$ cat src/rtl/vlw_pkg.sv
package vlw_pkg;

    typedef struct packed {
        logic inv;
        logic dz;
    } vlw_flag_t;

endpackage

$ cat src/rtl/vlw_opsel.sv
module vlw_opsel #(
    parameter int LANES = 16,
    parameter int EW    = 32
) (
    input  logic [LANES*EW-1:0] src,
    input  logic                bcast,
    input  logic                src_is_mem,
    input  logic [LANES-1:0]    mask,
    input  logic                mask_none,
    output logic [LANES*EW-1:0] ops,
    output logic [LANES-1:0]    act
);
    logic use_elem0;

    always_comb begin
        use_elem0 = bcast & src_is_mem;
    end

    generate
        for (genvar j = 0; j < LANES; j++) begin : g_lane
            always_comb begin
                ops[j*EW +: EW] = use_elem0 ? src[EW-1:0] : src[j*EW +: EW];
                act[j]          = mask_none | mask[j];
            end
        end
    endgenerate

endmodule

$ cat src/rtl/vlw_lane_fn.sv
module vlw_lane_fn
    import vlw_pkg::*;
#(
    parameter int EW  = 32,
    parameter int LAT = 2
) (
    input  logic          clk,
    input  logic          rst_n,
    input  logic [EW-1:0] din,
    output logic [EW-1:0] dout,
    output vlw_flag_t     flg
);
    vlw_flag_t raw;

    always_comb begin
        raw.inv = din[EW-1] & (|din[EW-2:0]);
        raw.dz  = ~(|din[EW-2:0]);
    end

    generate
        if (LAT == 0) begin : g_comb
            assign dout = din;
            assign flg  = raw;
        end else begin : g_pipe
            typedef struct packed {
                logic [EW-1:0] d;
                vlw_flag_t     f;
            } stage_t;

            stage_t [LAT-1:0] pipe_d, pipe_q;

            always_comb begin
                pipe_d[0] = '{d: din, f: raw};
                for (int k = 1; k < LAT; k++) begin
                    pipe_d[k] = pipe_q[k-1];
                end
            end

            always_ff @(posedge clk or negedge rst_n) begin
                if (!rst_n) begin
                    pipe_q <= '0;
                end else begin
                    pipe_q <= pipe_d;
                end
            end

            assign dout = pipe_q[LAT-1].d;
            assign flg  = pipe_q[LAT-1].f;
        end
    endgenerate

endmodule

$ cat src/rtl/vlw_wb_asm.sv
module vlw_wb_asm #(
    parameter int LANES = 16,
    parameter int EW    = 32
) (
    input  logic [LANES*EW-1:0] res,
    input  logic [LANES-1:0]    inv,
    input  logic [LANES-1:0]    dz,
    input  logic [LANES-1:0]    act,
    input  logic                zero_mode,
    input  logic [LANES*EW-1:0] dest_old,
    output logic [LANES*EW-1:0] dest_new,
    output logic                inv_any,
    output logic                dz_any
);
    generate
        for (genvar j = 0; j < LANES; j++) begin : g_lane
            always_comb begin
                if (act[j]) begin
                    dest_new[j*EW +: EW] = res[j*EW +: EW];
                end else if (zero_mode) begin
                    dest_new[j*EW +: EW] = '0;
                end else begin
                    dest_new[j*EW +: EW] = dest_old[j*EW +: EW];
                end
            end
        end
    endgenerate

    always_comb begin
        inv_any = |(inv & act);
        dz_any  = |(dz & act);
    end

endmodule

$ cat src/rtl/vec_mask_wb.sv
module vec_mask_wb
    import vlw_pkg::*;
#(
    parameter int LANES  = 16,
    parameter int EW     = 32,
    parameter int FN_LAT = 2
) (
    input  logic                clk,
    input  logic                rst_n,
    input  logic                start,
    input  logic [LANES*EW-1:0] src,
    input  logic                bcast,
    input  logic                src_is_mem,
    input  logic                mask_none,
    input  logic [LANES-1:0]    mask,
    input  logic                zero_mode,
    output logic                busy,
    output logic                done,
    output logic [LANES*EW-1:0] dest,
    output logic                flag_inv,
    output logic                flag_dz
);
    localparam int VW = LANES * EW;
    localparam int CW = (FN_LAT < 1) ? 1 : $clog2(FN_LAT + 1);

    typedef struct packed {
        logic             busy;
        logic [CW-1:0]    cnt;
        logic             done;
        logic             zero;
        logic [LANES-1:0] act;
        logic [VW-1:0]    ops;
        logic [VW-1:0]    dest;
        logic             finv;
        logic             fdz;
    } state_t;

    state_t st_d, st_q;

    logic [VW-1:0]    sel_ops;
    logic [LANES-1:0] sel_act;
    logic [VW-1:0]    fn_res;
    logic [LANES-1:0] fn_inv;
    logic [LANES-1:0] fn_dz;
    logic [VW-1:0]    wb_dest;
    logic             wb_inv;
    logic             wb_dz;
    logic             last_cyc;

    vlw_opsel #(.LANES(LANES), .EW(EW)) u_opsel (
        .src        (src),
        .bcast      (bcast),
        .src_is_mem (src_is_mem),
        .mask       (mask),
        .mask_none  (mask_none),
        .ops        (sel_ops),
        .act        (sel_act)
    );

    generate
        for (genvar j = 0; j < LANES; j++) begin : g_fn
            vlw_flag_t lane_flg;
            vlw_lane_fn #(.EW(EW), .LAT(FN_LAT)) u_fn (
                .clk   (clk),
                .rst_n (rst_n),
                .din   (st_q.ops[j*EW +: EW]),
                .dout  (fn_res[j*EW +: EW]),
                .flg   (lane_flg)
            );
            assign fn_inv[j] = lane_flg.inv;
            assign fn_dz[j]  = lane_flg.dz;
        end
    endgenerate

    vlw_wb_asm #(.LANES(LANES), .EW(EW)) u_asm (
        .res       (fn_res),
        .inv       (fn_inv),
        .dz        (fn_dz),
        .act       (st_q.act),
        .zero_mode (st_q.zero),
        .dest_old  (st_q.dest),
        .dest_new  (wb_dest),
        .inv_any   (wb_inv),
        .dz_any    (wb_dz)
    );

    always_comb begin
        last_cyc  = (st_q.cnt == CW'(FN_LAT));
        st_d      = st_q;
        st_d.done = 1'b0;
        if (!st_q.busy) begin
            if (start) begin
                st_d.busy = 1'b1;
                st_d.cnt  = '0;
                st_d.ops  = sel_ops;
                st_d.act  = sel_act;
                st_d.zero = zero_mode;
            end
        end else if (last_cyc) begin
            st_d.busy = 1'b0;
            st_d.done = 1'b1;
            st_d.dest = wb_dest;
            st_d.finv = wb_inv;
            st_d.fdz  = wb_dz;
        end else begin
            st_d.cnt = st_q.cnt + 1'b1;
        end
    end

    always_ff @(posedge clk or negedge rst_n) begin
        if (!rst_n) begin
            st_q <= '0;
        end else begin
            st_q <= st_d;
        end
    end

    assign busy     = st_q.busy;
    assign done     = st_q.done;
    assign dest     = st_q.dest;
    assign flag_inv = st_q.finv;
    assign flag_dz  = st_q.fdz;


    done_after_busy_chk: assert property (@(posedge clk) disable iff (!rst_n)
        done |-> $past(busy));


    done_pulse_chk: assert property (@(posedge clk) disable iff (!rst_n)
        done |=> !done);


    dest_atomic_chk: assert property (@(posedge clk) disable iff (!rst_n)
        !done |-> $stable(dest));


    busy_hold_chk: assert property (@(posedge clk) disable iff (!rst_n)
        (busy && !last_cyc) |=> (busy && $stable(st_q.ops) && $stable(st_q.act)));


    flag_quiet_chk: assert property (@(posedge clk) disable iff (!rst_n)
        (done && (st_q.act == '0)) |-> (!flag_inv && !flag_dz));

    generate
        for (genvar j = 0; j < LANES; j++) begin : g_chk

            merge_keep_chk: assert property (@(posedge clk) disable iff (!rst_n)
                (done && !st_q.act[j] && !st_q.zero)
                    |-> (dest[j*EW +: EW] == $past(dest[j*EW +: EW])));


            zero_fill_chk: assert property (@(posedge clk) disable iff (!rst_n)
                (done && !st_q.act[j] && st_q.zero) |-> (dest[j*EW +: EW] == '0));
        end
    endgenerate

endmodule

$ cat config.mk
export PLATFORM = sky130hd
export DESIGN_NAME = vec_mask_wb
export DESIGN_NICKNAME = d
export VERILOG_FILES = /design/src/rtl/vlw_pkg.sv /design/src/rtl/vlw_opsel.sv /design/src/rtl/vlw_lane_fn.sv /design/src/rtl/vlw_wb_asm.sv /design/src/rtl/vec_mask_wb.sv
export SDC_FILE = /design/constraint.sdc
export NUM_CORES = 2
export LEC_CHECK = 0
export BUFFER_PORTS_ARGS = -buffer_cell sky130_fd_sc_hd__buf_4
export CAP_MARGIN = 0
export CELL_PAD_IN_SITES_DETAIL_PLACEMENT = 1
export CELL_PAD_IN_SITES_GLOBAL_PLACEMENT = 2
export CORE_MARGIN = 2
export CORE_UTILIZATION = 35
export DETAILED_ROUTE_END_ITERATION = 10
export PLACE_DENSITY_LB_ADDON = 0.1
export SKIP_CTS_REPAIR_TIMING = 1
export SYNTH_ARGS = -nofsm -noshare
export SYNTH_HDL_FRONTEND = slang
export SYNTH_SLANG_ARGS = --single-unit
$ cat constraint.sdc
create_clock -name clk -period 2.1 [get_ports clk]
set_clock_uncertainty 0.15 [all_clocks]
set_input_delay 0.525 -clock clk [delete_from_list [all_inputs] [get_ports clk]]
set_output_delay 0.525 -clock clk [all_outputs]
set_load 0.03 [all_outputs]
==> metrics.md <==
| Metric | Value |
|---|---|
| Vias per std cell | `between 4 and 5` |
| Hold_ws | `-11.4 ps` |
| Min-Delay Path Class | `in2reg` |
| Clock-pin slew on the worst setup and hold paths | `60 ps` |
| Buf/Inv on CP | `2` |
| CTS H-Tree Depth | `4` |
| Pins over their slew limit | `0` |
| Die W | `459 µm` |
| CTS tree | `yes` |
| Startpoint class of the critical path | `flop` |
| Place WS | `47.8 ps` |
| Syn_area_per_cell | `13.6 µm²` |
| Core Region | `around 200,000 µm²` |
| Gr ovfl total | `0` |
| Vias in the first global route | `around 48,000` |
| CTS Buf Count | `223` |
| # DRC | `0` |
| Vias | `48,700` |
| Final period util | `106%` |
| CTS sink count | `2,135` |
| Critical-path maximum fanout | `6` |
| Syn. warnings | `0` |
| Layout overhead on the synthesized area | `38.4%` |
| # rows | `166` |
| Fin nets | `7,445` |
| CP top delay family | `flip-flops` |
| Starting Density | `approximately a third` |
| Final worst slack | `-120 ps` |
| Final Hold Fails | `1` |
| Full die area | `210,000 µm²` |
| Crit end category | `output pin` |
| Final setup vio count | `163` |
| Root buf cell | `clkbuf_16` |
| # Max-Cap Violations | `0` |
| Drt first pass iters | `7` |
| Detailed placement HPWL | `196,000 µm` |
| Synth cell types | `26` |
| R2r setup slk | `about 60 ps` |
| Layout fillers | `about 20,000` |
| Critical Path RT | `1420 ps` |
| Mapped Nets | `5,864` |
| Initial antenna violation count | `88` |
| Die height | `459 µm` |
| Largest net degree at the start of global routing | `122` |
| Gpl congestion | `approximately 0.83` |
| Fin cells | `just under 10,000` |
| Worst-Margin Slew | `588 ps` |
| Number of synthesized register bits | `2,135` |
| Status | `finished with violations` |
| Crit path largest cell delay | `400 ps` |
| Max Fclk | `0.451 GHz` |
| Wirelength, routed | `275,000 µm` |
| Setup TNS | `-4140 ps` |
| Mapped Cells | `5,328` |
| Pwr Density | `1620 nW/µm²` |
| RSZ-0062 raised after global routing | `yes` |
| Layout Cell Area excl Fill | `100,000 µm²` |
| Max Root-Sink Buffers | `3` |
| Post-route ant nets | `0` |
| Slew headroom | `60.8%` |
| Tmin final | `2220 ps` |
| Post-DP Area | `82,300 µm²` |
| Violated checks | `negative hold slack, negative setup slack` |
| Global-route wire length before repair | `370,000 µm` |
| CP cell instances | `buf_6, buf_8` |
| Cell count after placement | `between 8,000 and 9,000` |
| Max VDD drop | `between 0.8 and 0.9 mV` |
| Initial DRC count | `3,341` |
| P_leak | `47.9 nW` |
| I/O pin count | `1,051` |
| Layout cells sized above 1 | `a little under a third` |
| Slowest CP cell | `dfrtp_1` |
| Avg WL per Cell | `28.0 µm` |
| Clock Latency Late Sink | `860 ps` |
| Kind of critical path | `reg2out` |
| Gr usage total | `25.0%` |
| Sequential share of the synthesized area | `between 70% and 80%` |
| CP arrival | `1540 ps` |
| Cell area after synthesis | `slightly above 70,000 µm²` |
| Number of port buffers | `1,050` |
## cell usage after synthesis
cell type | instances | area (µm²)
a21oi_1 | 481 | 2410
a221oi_1 | 8 | 70.1
a22o_1 | 520 | 4550
and2_1 | 1 | 6.26
and3_1 | 49 | 307
buf_1 | 10 | 37.5
buf_2 | 197 | 986
buf_4 | 521 | 3910
clkbuf_1 | 139 | 522
clkbuf_2 | 1 | 5.00
dfrtp_1 | 2135 | 53400
ha_1 | 1 | 12.5
inv_1 | 2 | 7.51
mux2_2 | 35 | 394
nand2_1 | 499 | 1870
nand2_2 | 1 | 6.26
nand4_1 | 34 | 213
nor2_1 | 34 | 128
nor2_2 | 16 | 100
nor2b_1 | 16 | 100
nor3_1 | 16 | 80.1
nor4_1 | 112 | 701
o21ai_0 | 446 | 2230
o21ai_1 | 52 | 260
o31ai_1 | 1 | 7.51
xnor2_1 | 1 | 8.76
## cell usage in the layout (no fill, tap or decap), types with 16 or more instances in the layout
cell / count
clkbuf_16: 230
nor4_1: 112
dfrtp_1: 2059
o21ai_0: 446
clkbuf_1: 64
nor2b_1: 16
diode_2: 43
buf_4: 1004
and3_2: 37
dlygate4sd3_1: 545
mux2_2: 35
nor2_1: 34
nor3_1: 16
a21oi_1: 481
a22o_1: 520
clkbuf_8: 60
nand2_1: 498
dfrtp_2: 76
o21ai_1: 52
clkinv_2: 33
buf_12: 157
nand4_1: 34
buf_6: 515
## tightest hold or removal path: cells and delay by family
| family | cells | cell delay (ps) |
|---|---|---|
| buf+inv | 1 | 190 |
| simple gates | 1 | 130 |
| compound gates | 1 | 80 |
## where the power goes
group | switching (W) | internal, W | total, W
combinational | 0.0253 | 0.0222 | 0.0476
clock | 0.0165 | 0.0239 | 0.0404
sequential | 0.0130 | 0.0610 | 0.0740
total | 0.0548 | 0.107 | 0.162
## final timing paths
kind                                                to                       startpoint  cells past startpoint
min in group asynchronous                    dest[474]                            rst_n                      3
worst min-delay path                        st_q[1030]                        mask_none                      3
worst max-delay path                              busy                             busy                      2
worst max register to register               dest[278]                       st_q[1044]                      8
max in group asynchronous                    dest[154]                            rst_n                      3
worst min register to register  g_fn[10].u_fn.dout[29]  g_fn[10].u_fn.g_pipe.pipe_d[65]                      0
## through the flow
stage          hold slack (ps)  power (W)  utilization, %
6_report                 -11.4      0.162            48.8
2_1_floorplan             79.4     0.0971               -
4_1_cts                   -339      0.154            43.9
5_1_grt                   16.8      0.170            48.8
3_3_place_gp               181      0.112            40.1
3_5_place_dp               186      0.113            40.1
## per-layer routing
layer	GRT usage (%)	up-vias	part of all wire, %
met5	0	-	0.061
met4	9.34	26	4.5
met3	4.84	497	5.3
met2	40.3	1485	48
met1	33.7	25600	43
li1	-	21100	-
## flip-flops by register name, summed over array words and instances (netlist names)
name                     count
dest                       512
busy                         1
g_fn.u_fn.flg               32
flag_dz                      1
flag_inv                     1
g_fn.u_fn.g_pipe.pipe_d    544
done                         1
st_q                       531
g_fn.u_fn.dout             512
## cells by family (layout without fill, tap and decap cells)
family / count (synthesis) / in the layout / synth area share, %
buffers and inverters: 870 / 2638 / 7.56
and+or+nand+nor: 778 / 778 / 4.86
DFF: 2135 / 2135 / 73.8
xor gates and xnor gates: 1 / 1 / 0.0121
other: 0 / 43 / 0
adders and majority gates: 1 / 1 / 0.0173
muxes: 35 / 35 / 0.545
AOI/OAI and AO/OA: 1508 / 1508 / 13.2
## area by class of cell
class,instances,area [µm²],area share (%)
Clock buffer,354,6820,6.81
Tap cell,2688,3360,3.36
Sequential cell,2135,53500,53.5
Multi-Input combinational cell,2323,13500,13.5
Timing Repair Buffer,2224,22000,22.0
Antenna cell,43,108,0.107
Clock inverter,58,768,0.767
Inverter,2,7.51,0.00750
Power figures use the tool's default switching activity.
